<file path="src/rtl/isa_rfsh_pkg.sv">
`timescale 1ns/1ps
package isa_rfsh_pkg;

    typedef enum logic [2:0] {
        ST_IDLE = 3'd0,
        ST_HREQ = 3'd1,
        ST_ADR1 = 3'd2,
        ST_ADR2 = 3'd3,
        ST_STRB = 3'd4
    } rf_state_e;

    typedef struct packed {
        logic hreq;
        logic addr_oe;
        logic strobe;
    } rf_ctl_t;

    function automatic rf_ctl_t decode_state(rf_state_e s);
        rf_ctl_t c;
        c.hreq    = (s == ST_HREQ) || (s == ST_ADR1) || (s == ST_ADR2);
        c.addr_oe = (s == ST_ADR1) || (s == ST_ADR2);
        c.strobe  = (s == ST_STRB);
        return c;
    endfunction

    function automatic int unsigned width_of(int unsigned v);
        return (v < 2) ? 1 : $clog2(v);
    endfunction

endpackage

</file>
<file path="src/rtl/rfsh_timer.sv">
`timescale 1ns/1ps
module rfsh_timer
    import isa_rfsh_pkg::*;
#(
    parameter int unsigned TMR_DIV = 15
) (
    input  logic clk,
    input  logic rst,
    input  logic tick_i,
    output logic fire_o
);
    localparam int unsigned CW = width_of(TMR_DIV);
    localparam logic [CW-1:0] RELOAD = CW'(TMR_DIV - 1);

    logic [CW-1:0] cnt;

    always_ff @(posedge clk) begin
        if (rst) begin
            cnt    <= RELOAD;
            fire_o <= 1'b0;
        end else begin
            fire_o <= 1'b0;
            if (tick_i) begin
                if (cnt == '0) begin
                    cnt    <= RELOAD;
                    fire_o <= 1'b1;
                end else begin
                    cnt <= cnt - 1'b1;
                end
            end
        end
    end
endmodule

</file>
<file path="src/rtl/rfsh_ext_trig.sv">
`timescale 1ns/1ps
module rfsh_ext_trig (
    input  logic clk,
    input  logic rst,
    input  logic master_i,
    input  logic line_n_i,
    output logic trig_o
);
    logic prev_n;

    always_ff @(posedge clk) begin
        if (rst) prev_n <= 1'b1;
        else     prev_n <= line_n_i;
    end

    assign trig_o = master_i & prev_n & ~line_n_i;
endmodule

</file>
<file path="src/rtl/rfsh_pend.sv">
`timescale 1ns/1ps
module rfsh_pend (
    input  logic clk,
    input  logic rst,
    input  logic tmr_i,
    input  logic ext_i,
    input  logic take_i,
    output logic valid_o
);
    logic pend;
    logic fresh;

    assign fresh   = tmr_i | ext_i;
    assign valid_o = pend | fresh;

    always_ff @(posedge clk) begin
        if (rst)         pend <= 1'b0;
        else if (take_i) pend <= 1'b0;
        else if (fresh)  pend <= 1'b1;
    end
endmodule

</file>
<file path="src/rtl/rfsh_seq.sv">
`timescale 1ns/1ps
module rfsh_seq
    import isa_rfsh_pkg::*;
#(
    parameter int unsigned ROW_W    = 8,
    parameter int unsigned STRB_CYC = 4
) (
    input  logic             clk,
    input  logic             rst,
    input  logic             valid_i,
    output logic             take_o,
    input  logic             hgnt_i,
    input  logic             isa_tick_i,
    input  logic             ext_master_i,
    output logic             hreq_o,
    output logic [ROW_W-1:0] addr_o,
    output logic             addr_oe_o,
    output logic             strb_oe_o,
    output logic             strb_n_o
);
    localparam int unsigned SCW = width_of(STRB_CYC);
    localparam logic [SCW-1:0] SC_LAST = SCW'(STRB_CYC - 1);

    rf_state_e        st, nxt;
    rf_ctl_t          ctl;
    logic [SCW-1:0]   scnt;
    logic [ROW_W-1:0] row;
    logic             strb_done;

    assign strb_done = (st == ST_STRB) && isa_tick_i && (scnt == SC_LAST);

    always_comb begin
        nxt    = st;
        take_o = 1'b0;
        unique case (st)
            ST_IDLE: if (valid_i) begin
                take_o = 1'b1;
                nxt    = ST_HREQ;
            end
            ST_HREQ: if (hgnt_i) nxt = ST_ADR1;
            ST_ADR1: nxt = ST_ADR2;
            ST_ADR2: nxt = ST_STRB;
            ST_STRB: if (strb_done) nxt = ST_IDLE;
            default: nxt = ST_IDLE;
        endcase
    end

    always_ff @(posedge clk) begin
        if (rst) begin
            st   <= ST_IDLE;
            scnt <= '0;
            row  <= '0;
        end else begin
            st <= nxt;
            if (st != ST_STRB)   scnt <= '0;
            else if (isa_tick_i) scnt <= scnt + 1'b1;
            if (strb_done)       row  <= row + 1'b1;
        end
    end

    assign ctl       = decode_state(st);
    assign hreq_o    = ctl.hreq;
    assign addr_oe_o = ctl.addr_oe;
    assign addr_o    = ctl.addr_oe ? row : '0;
    assign strb_oe_o = ctl.strobe & ~ext_master_i;
    assign strb_n_o  = ~strb_oe_o;
endmodule

</file>
<file path="src/rtl/isa_rfsh_ctrl.sv">
`timescale 1ns/1ps
module isa_rfsh_ctrl
    import isa_rfsh_pkg::*;
#(
    parameter int unsigned ROW_W    = 8,
    parameter int unsigned TMR_DIV  = 15,
    parameter int unsigned STRB_CYC = 4
) (
    input  logic             clk,
    input  logic             rst,
    input  logic             tick_i,
    input  logic             isa_tick_i,
    input  logic             ext_master_i,
    input  logic             hgnt_i,
    output logic             hreq_o,
    output logic [ROW_W-1:0] addr_o,
    output logic             addr_oe_o,
    input  logic             rfsh_n_i,
    output logic             rfsh_n_o,
    output logic             rfsh_oe_o
);
    logic tmr_fire;
    logic ext_trig;
    logic req_valid;
    logic req_take;

    rfsh_timer #(.TMR_DIV(TMR_DIV)) timer_i (
        .clk    (clk),
        .rst    (rst),
        .tick_i (tick_i),
        .fire_o (tmr_fire)
    );

    rfsh_ext_trig trig_i (
        .clk      (clk),
        .rst      (rst),
        .master_i (ext_master_i),
        .line_n_i (rfsh_n_i),
        .trig_o   (ext_trig)
    );

    rfsh_pend pend_i (
        .clk     (clk),
        .rst     (rst),
        .tmr_i   (tmr_fire),
        .ext_i   (ext_trig),
        .take_i  (req_take),
        .valid_o (req_valid)
    );

    rfsh_seq #(.ROW_W(ROW_W), .STRB_CYC(STRB_CYC)) seq_i (
        .clk          (clk),
        .rst          (rst),
        .valid_i      (req_valid),
        .take_o       (req_take),
        .hgnt_i       (hgnt_i),
        .isa_tick_i   (isa_tick_i),
        .ext_master_i (ext_master_i),
        .hreq_o       (hreq_o),
        .addr_o       (addr_o),
        .addr_oe_o    (addr_oe_o),
        .strb_oe_o    (rfsh_oe_o),
        .strb_n_o     (rfsh_n_o)
    );
endmodule

</file>
<file path="config.mk">
export PLATFORM = sky130hd
export DESIGN_NAME = isa_rfsh_ctrl
export DESIGN_NICKNAME = d
export VERILOG_FILES = /design/src/rtl/isa_rfsh_pkg.sv /design/src/rtl/rfsh_timer.sv /design/src/rtl/rfsh_ext_trig.sv /design/src/rtl/rfsh_pend.sv /design/src/rtl/rfsh_seq.sv /design/src/rtl/isa_rfsh_ctrl.sv
export SDC_FILE = /design/constraint.sdc
export NUM_CORES = 1
export LEC_CHECK = 0
export BUFFER_PORTS_ARGS = -buffer_cell sky130_fd_sc_hd__buf_2
export CORE_MARGIN = 2
export CORE_UTILIZATION = 45
export DETAILED_ROUTE_END_ITERATION = 10
export PLACE_DENSITY_LB_ADDON = 0.3
export SLEW_MARGIN = 10
export SYNTH_ARGS = -nofsm -noshare
export SYNTH_HDL_FRONTEND = slang
export SYNTH_SLANG_ARGS = --single-unit
</file>
<file path="constraint.sdc">
create_clock -name clk -period 4.1 [get_ports clk]
set_input_delay 0.82 -clock clk [delete_from_list [all_inputs] [get_ports clk]]
set_output_delay 0.82 -clock clk [all_outputs]
set_load 0.01 [all_outputs]
</file>
-- Word-level counts from Yosys, hierarchy flattened
Index checks and enable logic that the tools add are counted.
- bits of input ports: 7
- register bits after elaboration: 20
- output and inout bits: 12
- reductions and logical operators: 11
- bitwise logic cells: 9
- equality and inequality tests: 9
- muxes and demuxes: 9
- add/sub/neg operators: 3
- operators by type and width (kind ; number):
    $pmux W3 S5 ; 1
    $mux W3 ; 3
    $add A8 B1 Y8 const B ; 1
    $mux W8 ; 1
    $eq A3 B2 Y1 const B ; 2
    $ne A2 B2 Y1 const B ; 3
    $reduce_or A2 Y1 ; 3
    $logic_not A4 Y1 ; 1
    $mux W4 ; 1
    $not A1 Y1 ; 4
    $sub A4 B1 Y4 const B ; 1
    $and A1 B1 Y1 ; 3
    $eq A3 B1 Y1 const B ; 1
    $eq A3 B3 Y1 const B ; 1
    $logic_not A3 Y1 ; 1
    $logic_or A1 B1 Y1 ; 3
    $mux W1 ; 3
    $ne A3 B3 Y1 const B ; 1
    $reduce_and A3 Y1 ; 1
    $add A2 B1 Y2 const B ; 1
    $eq A2 B2 Y1 const B ; 1
    $logic_and A1 B1 Y1 ; 2
    $or A1 B1 Y1 ; 2

-- Logic depth before layout (Yosys ltp)
Gate-level depths: netlist (run 1).
- depth in word-level cells: 7
- depth in mapped cells: 5
- gate-level depth less buffers: 5

-- By module
A second synthesis (run 1) with hierarchy kept.
- cell total of the unflattened synthesis: 112
- area, all modules: 994.7 um2
- modules (own cells, without submodules) (module ; cells each ; area an instance (um2) ; times used ; sequential area each (um2)):
    rfsh_seq ; 82 ; 690.7 ; 1 ; 260.2
    rfsh_timer ; 24 ; 229.0 ; 1 ; 100.1
    rfsh_pend ; 3 ; 38.8 ; 1 ; 20.0
    rfsh_ext_trig ; 3 ; 36.3 ; 1 ; 20.0

-- Worst setup path after synthesis (run 1)
Ideal clock, no wire load.
- path kind: input port to flip-flop
- start: input port isa_tick_i
- end: register seq_i.row[7]
- path buffers: 1
- arrival time: 1878 ps
- library setup time: 121 ps
- setup slack: 2101 ps
- stages: 4
- path through: clkbuf_1 -> nand4_1 -> nor4_1 -> mux2_2
- longest elaborated chain between the ends: 2
- ends and longest elaborated chain (what ; RTL line ; text):
    from (decl) ; isa_rfsh_ctrl.sv:12 ; input logic isa_tick_i,
    $logic_and A1 B1 Y1 (2 in series) ; rfsh_seq.sv:30 ; assign strb_done = (st == ST_STRB) && isa_tick_i && (scnt == SC_LAST);
    to (signal assigned) ; rfsh_seq.sv:57 ; if (strb_done) row <= row + 1'b1;
    to (decl) ; rfsh_seq.sv:27 ; logic [ROW_W-1:0] row;
No other way between the ends.
A chain may end at the register's enable or synchronous reset.

-- Worst setup path after layout (run 1)
- start: register seq_i.st[2]
- end: output port rfsh_oe_o
- longest elaborated chain between the ends: 2
- ends and longest elaborated chain (what ; RTL line ; text):
    from (decl) ; rfsh_seq.sv:24 ; rf_state_e st, nxt;
    from (signal assigned) ; rfsh_seq.sv:54 ; st <= nxt;
    $eq A3 B3 Y1 ; isa_rfsh_pkg.sv:22 ; c.strobe = (s == ST_STRB);
    $and A1 B1 Y1 ; rfsh_seq.sv:65 ; assign strb_oe_o = ctl.strobe & ~ext_master_i;
    to (decl) ; isa_rfsh_ctrl.sv:20 ; output logic rfsh_oe_o
No other way between the ends.

==> flow_summary.json, run 1 <==
{
  "fin_crit_sh": 0.545,
  "synth-edff-count": 0,
  "die-area_um2": 2600,
  "synth-simple-area-share": 0.297,
  "gp_congestion": 0.863,
  "setup_ws_ps": 1860,
  "crit_required_ps": 3280,
  "clk_latency_ps": 290,
  "synth_xor_area_frac": 0.00881,
  "fillers": 225,
  "syn-cell-area_um2": 995,
  "core-area_um2": 2150,
  "htree_levels": 1,
  "maxClockFrequency_mhz": 447,
  "gr-total-overflow": 0,
  "grt_first_pass_wirelength_um": 3250,
  "rr_startpoint": "seq_i.st[2]$_SDFFE_PP0P_",
  "clk_pin_slew_ps": 100,
  "ir_drop_mv": 0.231,
  "synth_seq_cells": 20,
  "start_kind": "register",
  "max_stage_delay_ps": 450,
  "max_slew_margin": 0.741,
  "io_pins": 19,
  "r2r.worst_path.cells": 3,
  "die_w_um": 51.0,
  "endpoint": "rfsh_oe_o",
  "dr.pass1.iters": 4,
  "fin_tns_setup_ps": 0,
  "cpMaxStageDelayCell": "dfxtp_1",
  "p_per_area_nw_per_um2": 292,
  "muxShareOfSynthArea": 0.0327,
  "reg2reg_slack_ps": 2250,
  "drt-initial-drc-count": 8,
  "synthFlopType": "dfxtp_1",
  "fin_nets": 142,
  "area_delta_synth_final_pct": 11.1,
  "crit_start": "seq_i.st[2]$_SDFFE_PP0P_",
  "worstReg2RegEnd": "seq_i.row[7]$_SDFFE_PP0P_",
  "via_per_inst": 5.39,
  "portBuffers": 18,
  "cts_root_buffer": "clkbuf_4",
  "syn_nets": 125,
  "skew_ps": 3.75,
  "hpwl_um": 1410,
  "grt_start_max_net_pins": 21,
  "syn_inst": 115,
  "die_height_um": 51.0,
  "path_class": "reg -> out",
  "run_status": "completed",
  "place_ws_ps": 2040,
  "wire_per_inst_um": 11.7,
  "cp.arrival_ps": 1420,
  "antenna_found_initial": 0,
  "critical-path-top-delay-family": "simple AND/OR/NAND/NOR gates",
  "grtUsageTotal": 0.165,
  "drc": 0,
  "leakagePower_nw": 0.449,
  "clock-sinks": 20,
  "cap_violations": 0,
  "crit_chain": "nor3b_1, nand2b_1, inv_1, buf_2",
  "report.final.slew_viol_count": 0,
  "synth_compound_area_frac": 0.157,
  "num_rows": 17,
  "cp.depth": 4,
  "avgSynthCellArea_um2": 8.65,
  "hold_viol": 0,
  "cts_setup_buffers": 0,
  "hp-class": "reg -> reg",
  "route.vias.total": 852,
  "numCtsBuffers": 3,
  "hold_buffers": 0,
  "routed_wl_um": 1850,
  "worst_pin_slew_ps": 388,
  "ys.warnings.count": 0,
  "drive_gt1_frac": 0.200,
  "antenna_cells": 0,
  "p_total_w": 0.000323,
  "synth_adder_area_share": 0.0377,
  "synth_top_family_by_area": "simple AND/OR/NAND/NOR gates",
  "ys_types": 37,
  "fin_crit_ps": 2240,
  "setup_viol": 0,
  "grt_pass1_vias": 797,
  "cts_tree": "done",
  "antenna_left": 0,
  "clk_path_buf_depth": 2,
  "start_util": 0.463,
  "cp_max_fo": 8,
  "seq_area_frac_synth": 0.403,
  "async_flop_share": 0,
  "post_cts_resized": 0,
  "rsz0062_at_grt": "false",
  "crit_buf_inv": 2,
  "cp-end-kind": "output pin"
}
## report_power, final
part	leakage [nW]	switching, W	internal [W]
registers	0.162	0.00000579	0.000199
clock network	0.0138	0.0000540	0.0000342
logic	0.273	0.0000167	0.0000133
## logic make-up (layout without fill, tap and decap cells)
logic type	Yosys count	after routing
AO/OA/AOI/OAI	25	25
XOR/XNOR	1	1
adder cells (fa/ha/maj)	3	3
buffers and inverters	13	28
flip-flops	20	20
multiplexers	3	3
AND/OR/NAND/NOR	50	50
## sequential cells by signal, summed over array words and instances (netlist names)
register        cells
timer_i.cnt         4
seq_i.row           8
timer_i.fire_o      1
seq_i.st            3
seq_i.scnt          2
pend_i.pend         1
trig_i.prev_n       1
## cell type report
class	count	area (µm²)	area share
sequential	20	400	0.362
timing repair buffer	18	90.1	0.0815
tap	28	35.0	0.0317
multi-input combinational	82	531	0.480
inverter	7	26.3	0.0238
clock buffer	3	22.5	0.0204
## layout by cell type (no fill, tap or decap), types with 2 or more instances in the layout
cell type,count
dfxtp_1,20
buf_2,18
a21oi_1,9
and2_1,8
inv_1,7
nor2_1,6
nand2_1,6
o21ai_0,5
nand2b_1,4
o31ai_1,4
nor3_1,4
or4_1,3
ha_1,3
clkbuf_4,3
or3_1,2
a211oi_1,2
nand4_1,2
nor2b_1,2
nor4_1,2
mux2_2,2
nand3_1,2
## stage by stage
step	area [µm²]	instances	util	hold slack [ps]
floorplan	995	115	-	450
global placement	1080	155	0.504	466
detailed placement	1080	155	0.504	483
CTS	1100	158	0.514	506
global route	1100	158	0.514	519
finish	1100	158	0.514	501
## how the worst min path moves through the flow
stage,to,depth (start not counted),startpoint,slack [ps]
after floorplan,pend_i.pend$_SDFFE_PP0P_,1,timer_i.fire_o$_SDFF_PP0_,450
after global placement,pend_i.pend$_SDFFE_PP0P_,1,pend_i.pend$_SDFFE_PP0P_,470
after detailed placement,pend_i.pend$_SDFFE_PP0P_,1,pend_i.pend$_SDFFE_PP0P_,480
after CTS,seq_i.row[6]$_SDFFE_PP0P_,2,seq_i.row[6]$_SDFFE_PP0P_,510
after global routing,pend_i.pend$_SDFFE_PP0P_,1,timer_i.fire_o$_SDFF_PP0_,520
final,pend_i.pend$_SDFFE_PP0P_,1,timer_i.fire_o$_SDFF_PP0_,500
## synthesized netlist by cell type, types with 4 or more instances
cell | count | share of area
a21oi_1 | 9 | 0.045
and2_1 | 8 | 0.050
clkbuf_1 | 4 | 0.015
dfxtp_1 | 20 | 0.40
inv_1 | 7 | 0.026
nand2_1 | 6 | 0.023
nand2b_1 | 4 | 0.025
nor2_1 | 6 | 0.023
nor3_1 | 4 | 0.020
o21ai_0 | 5 | 0.025
o31ai_1 | 4 | 0.030
## worst register-to-register path, cell delays in order (launching register included)
cell and delay [ps]:
dfxtp_1 450, or3b_1 530, nor4_1 390, mux2_2 370
## metal layers
layer,GRT usage,vias up,wire [µm],share of wire
li1,-,449,-,-
met1,0.184,389,828,0.45
met2,0.297,12,938,0.51
met3,0.0526,2,63,0.034
met4,0.0450,0,14,0.0076
met5,0,-,0,0
Note: power is estimated with default switching activity, not from simulation.
==> inputs of run 2 (changes only) <==
==> constraint.sdc (replaced) <==
create_clock -name clk -period 1.8 [get_ports clk]
set_input_delay 0.36 -clock clk [delete_from_list [all_inputs] [get_ports clk]]
set_output_delay 0.36 -clock clk [all_outputs]
set_load 0.01 [all_outputs]
==> flow_summary.json, run 2 (synthesis gave the netlist of run 1 again) <==
{
  "cp-end-kind": "output pin",
  "path_class": "reg -> out",
  "drc": 0,
  "fin_tns_setup_ps": 0,
  "cap_violations": 0,
  "drive_gt1_frac": 0.237,
  "cts_tree": "done",
  "clk_latency_ps": 300,
  "grtUsageTotal": 0.163,
  "crit_chain": "buf_4, and2b_2, and2_1, buf_2",
  "die_w_um": 51.0,
  "ir_drop_mv": 0.408,
  "seqPwrFrac": 0.569,
  "finalHoldWorstSlack_ps": 243,
  "num_rows": 17,
  "cp_max_fo": 10,
  "cts_setup_buffers": 0,
  "antenna_found_initial": 0,
  "routed_wl_um": 1910,
  "worst_pin_slew_ps": 358,
  "cts_root_buffer": "clkbuf_4",
  "p_per_area_nw_per_um2": 701,
  "gr-total-overflow": 0,
  "grt_first_pass_wirelength_um": 3180,
  "regArea_um2": 400,
  "grt_start_max_net_pins": 21,
  "max_slew_margin": 0.761,
  "final_cell_area_um2": 1150,
  "drt-initial-drc-count": 6,
  "largest_register_ffs": 8,
  "report.final.slew_viol_count": 0,
  "p_int_w": 0.000612,
  "fin_crit_sh": 0.957,
  "crit_required_ps": 1440,
  "max_stage_delay_ps": 340,
  "cp.arrival_ps": 1360,
  "critical-path-top-delay-family": "simple AND/OR/NAND/NOR gates",
  "p_comb_frac": 0.102,
  "p_total_w": 0.000808,
  "maxClockFrequency_mhz": 580,
  "io_pins": 19,
  "clk_pin_slew_ps": 120,
  "power.switching_w": 0.000196,
  "portBuffers": 18,
  "clkPwrFrac": 0.329,
  "core-area_um2": 2150,
  "hold_viol": 0,
  "start_util": 0.463,
  "largestRegisters": "seq_i.row: 8 flops, timer_i.cnt: 4 flops, seq_i.st: 3 flops",
  "crit_buf_inv": 2,
  "final_cell_mix": "dfxtp_1, buf_2, a21oi_1",
  "leakagePower_nw": 0.480,
  "numCtsBuffers": 3,
  "area_delta_synth_final_pct": 16.0,
  "antenna_cells": 0,
  "fin_crit_ps": 1720,
  "via_per_inst": 5.40,
  "start_kind": "register",
  "fin_nets": 146,
  "dr.pass1.iters": 4,
  "multi_input_area_um2": 536,
  "grt_pass1_vias": 800,
  "die_height_um": 51.0,
  "fillers": 203,
  "hp-class": "in -> reg",
  "run_status": "completed",
  "htree_levels": 1,
  "clock-sinks": 20,
  "cpMaxStageDelayCell": "dfxtp_1",
  "clk_path_buf_depth": 2,
  "top_register": "seq_i.row",
  "rsz0062_at_grt": "false",
  "setup_viol": 0,
  "gp_congestion": 0.753,
  "hpwl_um": 1430,
  "dpl_cell_area_um2": 1110,
  "swShare": 0.243,
  "wire_per_inst_um": 11.7,
  "route.vias.total": 881,
  "die-area_um2": 2600,
  "skew_ps": 3.11,
  "final_common_cell": "dfxtp_1",
  "antenna_left": 0
}
## run 2: path summary, 6_finish.rpt
path,slack [ps],cells after the start,from,end
max reg2reg,150,3,seq_i.st[1]$_SDFFE_PP0P_,seq_i.row[7]$_SDFFE_PP0P_
max,80,4,seq_i.st[2]$_SDFFE_PP0P_,addr_o[2]
min,240,2,rfsh_n_i,trig_i.prev_n$_SDFF_PP1_
min reg2reg,500,2,seq_i.row[6]$_SDFFE_PP0P_,seq_i.row[6]$_SDFFE_PP0P_
## run 2: per-layer routing
metal	wire, µm	global-route usage	vias up
li1	-	-	455
met1	826	0.168	406
met2	989	0.305	15
met3	66	0.0263	5
met4	31	0.0946	0
met5	0	0	-
## run 2: power groups by stage
stage	sequential [W]	clock (W)	combinational [W]
after floorplan	0.000471	0	0.0000551
after global placement	0.000469	0	0.0000796
after detailed placement	0.000470	0	0.0000822
after CTS	0.000460	0.000273	0.0000835
after global routing	0.000461	0.000279	0.0000939
final	0.000460	0.000266	0.0000825
## run 2: layout make-up
type | count | area share
clock buffer | 4 | 0.0315
tap | 28 | 0.0304
sequential | 20 | 0.347
inverter | 7 | 0.0228
timing repair buffer | 22 | 0.104
multi-input combinational | 82 | 0.464
## run 2: what timing repair did
action	in CTS	in global routing
hold buffers	0	0
resized for setup	1	0
endpoints found under the setup margin	1	0
## run 2: through the flow
stage          cells  setup WS, ps  utilization
2_1_floorplan    115           114            -
3_3_place_gp     159           203        0.518
3_5_place_dp     159           149        0.518
4_1_cts          163          59.7        0.537
5_1_grt          163          10.2        0.537
6_report         163          76.6        0.537
==> inputs of run 3 (changes only) <==
--- a/config.mk
+++ b/config.mk
@@ -13,4 +13,5 @@
 export SLEW_MARGIN = 10
 export SYNTH_ARGS = -nofsm -noshare
 export SYNTH_HDL_FRONTEND = slang
+export SYNTH_HIERARCHICAL = 1
 export SYNTH_SLANG_ARGS = --single-unit
==> flow_summary.json, run 3 <==
{
  "die_w_um": 51.0,
  "grt_start_max_net_pins": 21,
  "final_cell_mix": "buf_2, dfxtp_1, a21oi_1",
  "max_stage_delay_ps": 530,
  "drc": 0,
  "synth.top_cells.by_area": "dfxtp_1, a21oi_1, and2_1",
  "grt_pass1_vias": 864,
  "drt-initial-drc-count": 22,
  "core-area_um2": 2150,
  "hold_viol": 0,
  "clk_path_buf_depth": 2,
  "synthTopCellsByCount": "dfxtp_1, a21oi_1, and2_1, o31ai_1, or4_1",
  "ys_types": 35,
  "cap_violations": 0,
  "crit_chain": "or3b_1, or4_1, a21oi_1",
  "synth_seq_cells": 20,
  "antenna_left": 0,
  "cts_root_buffer": "clkbuf_4",
  "fin_tns_setup_ps": 0,
  "dpl.cell_count": 156,
  "die-area_um2": 2600,
  "async_flop_share": 0,
  "largestRegisters": "seq_i/row: 8 flops, timer_i/cnt: 4 flops, seq_i/st: 3 flops",
  "yosysMostFrequentCell": "dfxtp_1",
  "synth_top_area_frac": 0.403,
  "syn_inst": 112,
  "cpMaxStageDelayCell": "or4_1",
  "io_pins": 19,
  "htree_levels": 1,
  "via_per_inst": 5.65,
  "synth-edff-count": 0,
  "gr-total-overflow": 0,
  "dr.pass1.iters": 4,
  "cp_max_fo": 10,
  "portBuffers": 18,
  "yosysTopAreaCell": "dfxtp_1",
  "gp_congestion": 0.777,
  "routed_wl_um": 1970,
  "rsz0062_at_grt": "false",
  "fin_nets": 143,
  "start_kind": "register",
  "clk_latency_ps": 300,
  "numCtsBuffers": 3,
  "route.vias.total": 904,
  "report.final.slew_viol_count": 0,
  "grt_first_pass_wirelength_um": 3530,
  "start_util": 0.463,
  "leakagePower_nw": 0.486,
  "seq_area_frac_synth": 0.403,
  "maxClockFrequency_mhz": 606,
  "stdcell_count": 160,
  "num_rows": 17,
  "antenna_cells": 0,
  "crit_required_ps": 2030,
  "path_class": "reg -> reg",
  "die_height_um": 51.0,
  "ir_drop_mv": 0.468,
  "hold_buffers": 0,
  "wire_per_inst_um": 12.3,
  "max_slew_margin": 0.764,
  "skew_ps": 9.05,
  "cp.arrival_ps": 1880,
  "avgSynthCellArea_um2": 8.88,
  "top_register": "seq_i/row",
  "antenna_found_initial": 0,
  "fin_crit_ps": 1650,
  "clk_pin_slew_ps": 120,
  "hpwl_um": 1410,
  "hp-class": "in -> reg",
  "synthFlopType": "dfxtp_1",
  "fin_crit_sh": 0.917,
  "ys.warnings.count": 6,
  "syn-cell-area_um2": 995,
  "grtUsageTotal": 0.177,
  "drive_gt1_frac": 0.250,
  "largest_register_ffs": 8,
  "run_status": "completed",
  "cp-end-kind": "register",
  "worst_pin_slew_ps": 353,
  "fillers": 211,
  "syn_nets": 122,
  "area_delta_synth_final_pct": 18.7,
  "clock-sinks": 20,
  "cts_tree": "done",
  "setup_viol": 0,
  "p_per_area_nw_per_um2": 778
}
==> run 3: cell count changes after synthesis, sizes merged, moves of 2 or more <==
cell	before	now
a21oi	9	12
inv	7	4
o21bai	0	3
or4	3	6
a211oi	2	0
nor2	6	4
nor3b	1	3
nor4	2	0
o21ai	5	3
o31ai	4	6
==> run 3: final timing paths <==
kind                             start                         to  slack (ps)  depth (start not counted)
min reg2reg  seq_i/row[7]$_SDFFE_PP0P_  seq_i/row[7]$_SDFFE_PP0P_         490                          2
min                           rfsh_n_i   trig_i/prev_n$_SDFF_PP1_         240                          2
max reg2reg   seq_i/st[0]$_SDFFE_PP0P_  seq_i/row[3]$_SDFFE_PP0P_         150                          3
max           seq_i/st[0]$_SDFFE_PP0P_  seq_i/row[3]$_SDFFE_PP0P_         150                          3
==> run 3: power breakdown <==
| part | internal [W] | switching (W) |
|---|---|---|
| combinational | 0.0000437 | 0.0000417 |
| sequential | 0.000456 | 0.0000154 |
| clock | 0.000225 | 0.000137 |
==> run 3: cell type report <==
| cell class | instances | area, µm² | area share |
|---|---|---|---|
| Sequential cell | 20 | 403 | 0.341 |
| Clock inverter | 1 | 30.0 | 0.0254 |
| Tap cell | 28 | 35.0 | 0.0297 |
| Timing Repair Buffer | 21 | 113 | 0.0953 |
| Inverter | 4 | 15.0 | 0.0127 |
| Clock buffer | 3 | 22.5 | 0.0191 |
| Multi-Input combinational cell | 83 | 563 | 0.477 |
==> run 3: stage by stage <==
| stage | hold WS [ps] | util | cell area, µm² | setup slack [ps] | total power [W] |
|---|---|---|---|---|---|
| after floorplan | 429 | - | 995 | 151 | 0.000536 |
| after global placement | 460 | 0.522 | 1120 | 196 | 0.000561 |
| after detailed placement | 474 | 0.522 | 1120 | 145 | 0.000566 |
| after CTS | 234 | 0.546 | 1170 | 3.01 | 0.000930 |
| after global routing | 240 | 0.550 | 1180 | 53.1 | 0.000970 |
| final | 244 | 0.550 | 1180 | 149 | 0.000919 |
==> run 3: critical path: cells and delay by family, from the launching register on <==
kind | cells | cell delay, ps
AOI/OAI and AO/OA | 1 | 150
DFF | 1 | 410
and+or+nand+nor | 2 | 1020
==> run 3: metal layers <==
metal / share of wire / track usage / wire [µm]
met5: 0 / 0 / 0
met4: 0.0066 / 0.0721 / 13
met3: 0.032 / 0.0292 / 64
met2: 0.52 / 0.318 / 1030
met1: 0.44 / 0.207 / 866
==> run 3: what timing repair did <==
| item | 4_1_cts | 5_1_grt |
|---|---|---|
| buffers inserted | 0 | 0 |
| setup endpoints to repair | 0 | 11 |
| resized for setup | 0 | 3 |
==> run 3: cell families (layout without fill, tap and decap cells) <==
kind of cell | count (synthesis) | in the layout | synth area share
buf+inv | 9 | 29 | 0.0365
fa+ha+maj | 3 | 3 | 0.0377
compound gates | 27 | 27 | 0.169
simple gates | 50 | 50 | 0.325
mux | 2 | 2 | 0.0214
flops | 20 | 20 | 0.403
xor+xnor | 1 | 1 | 0.00881
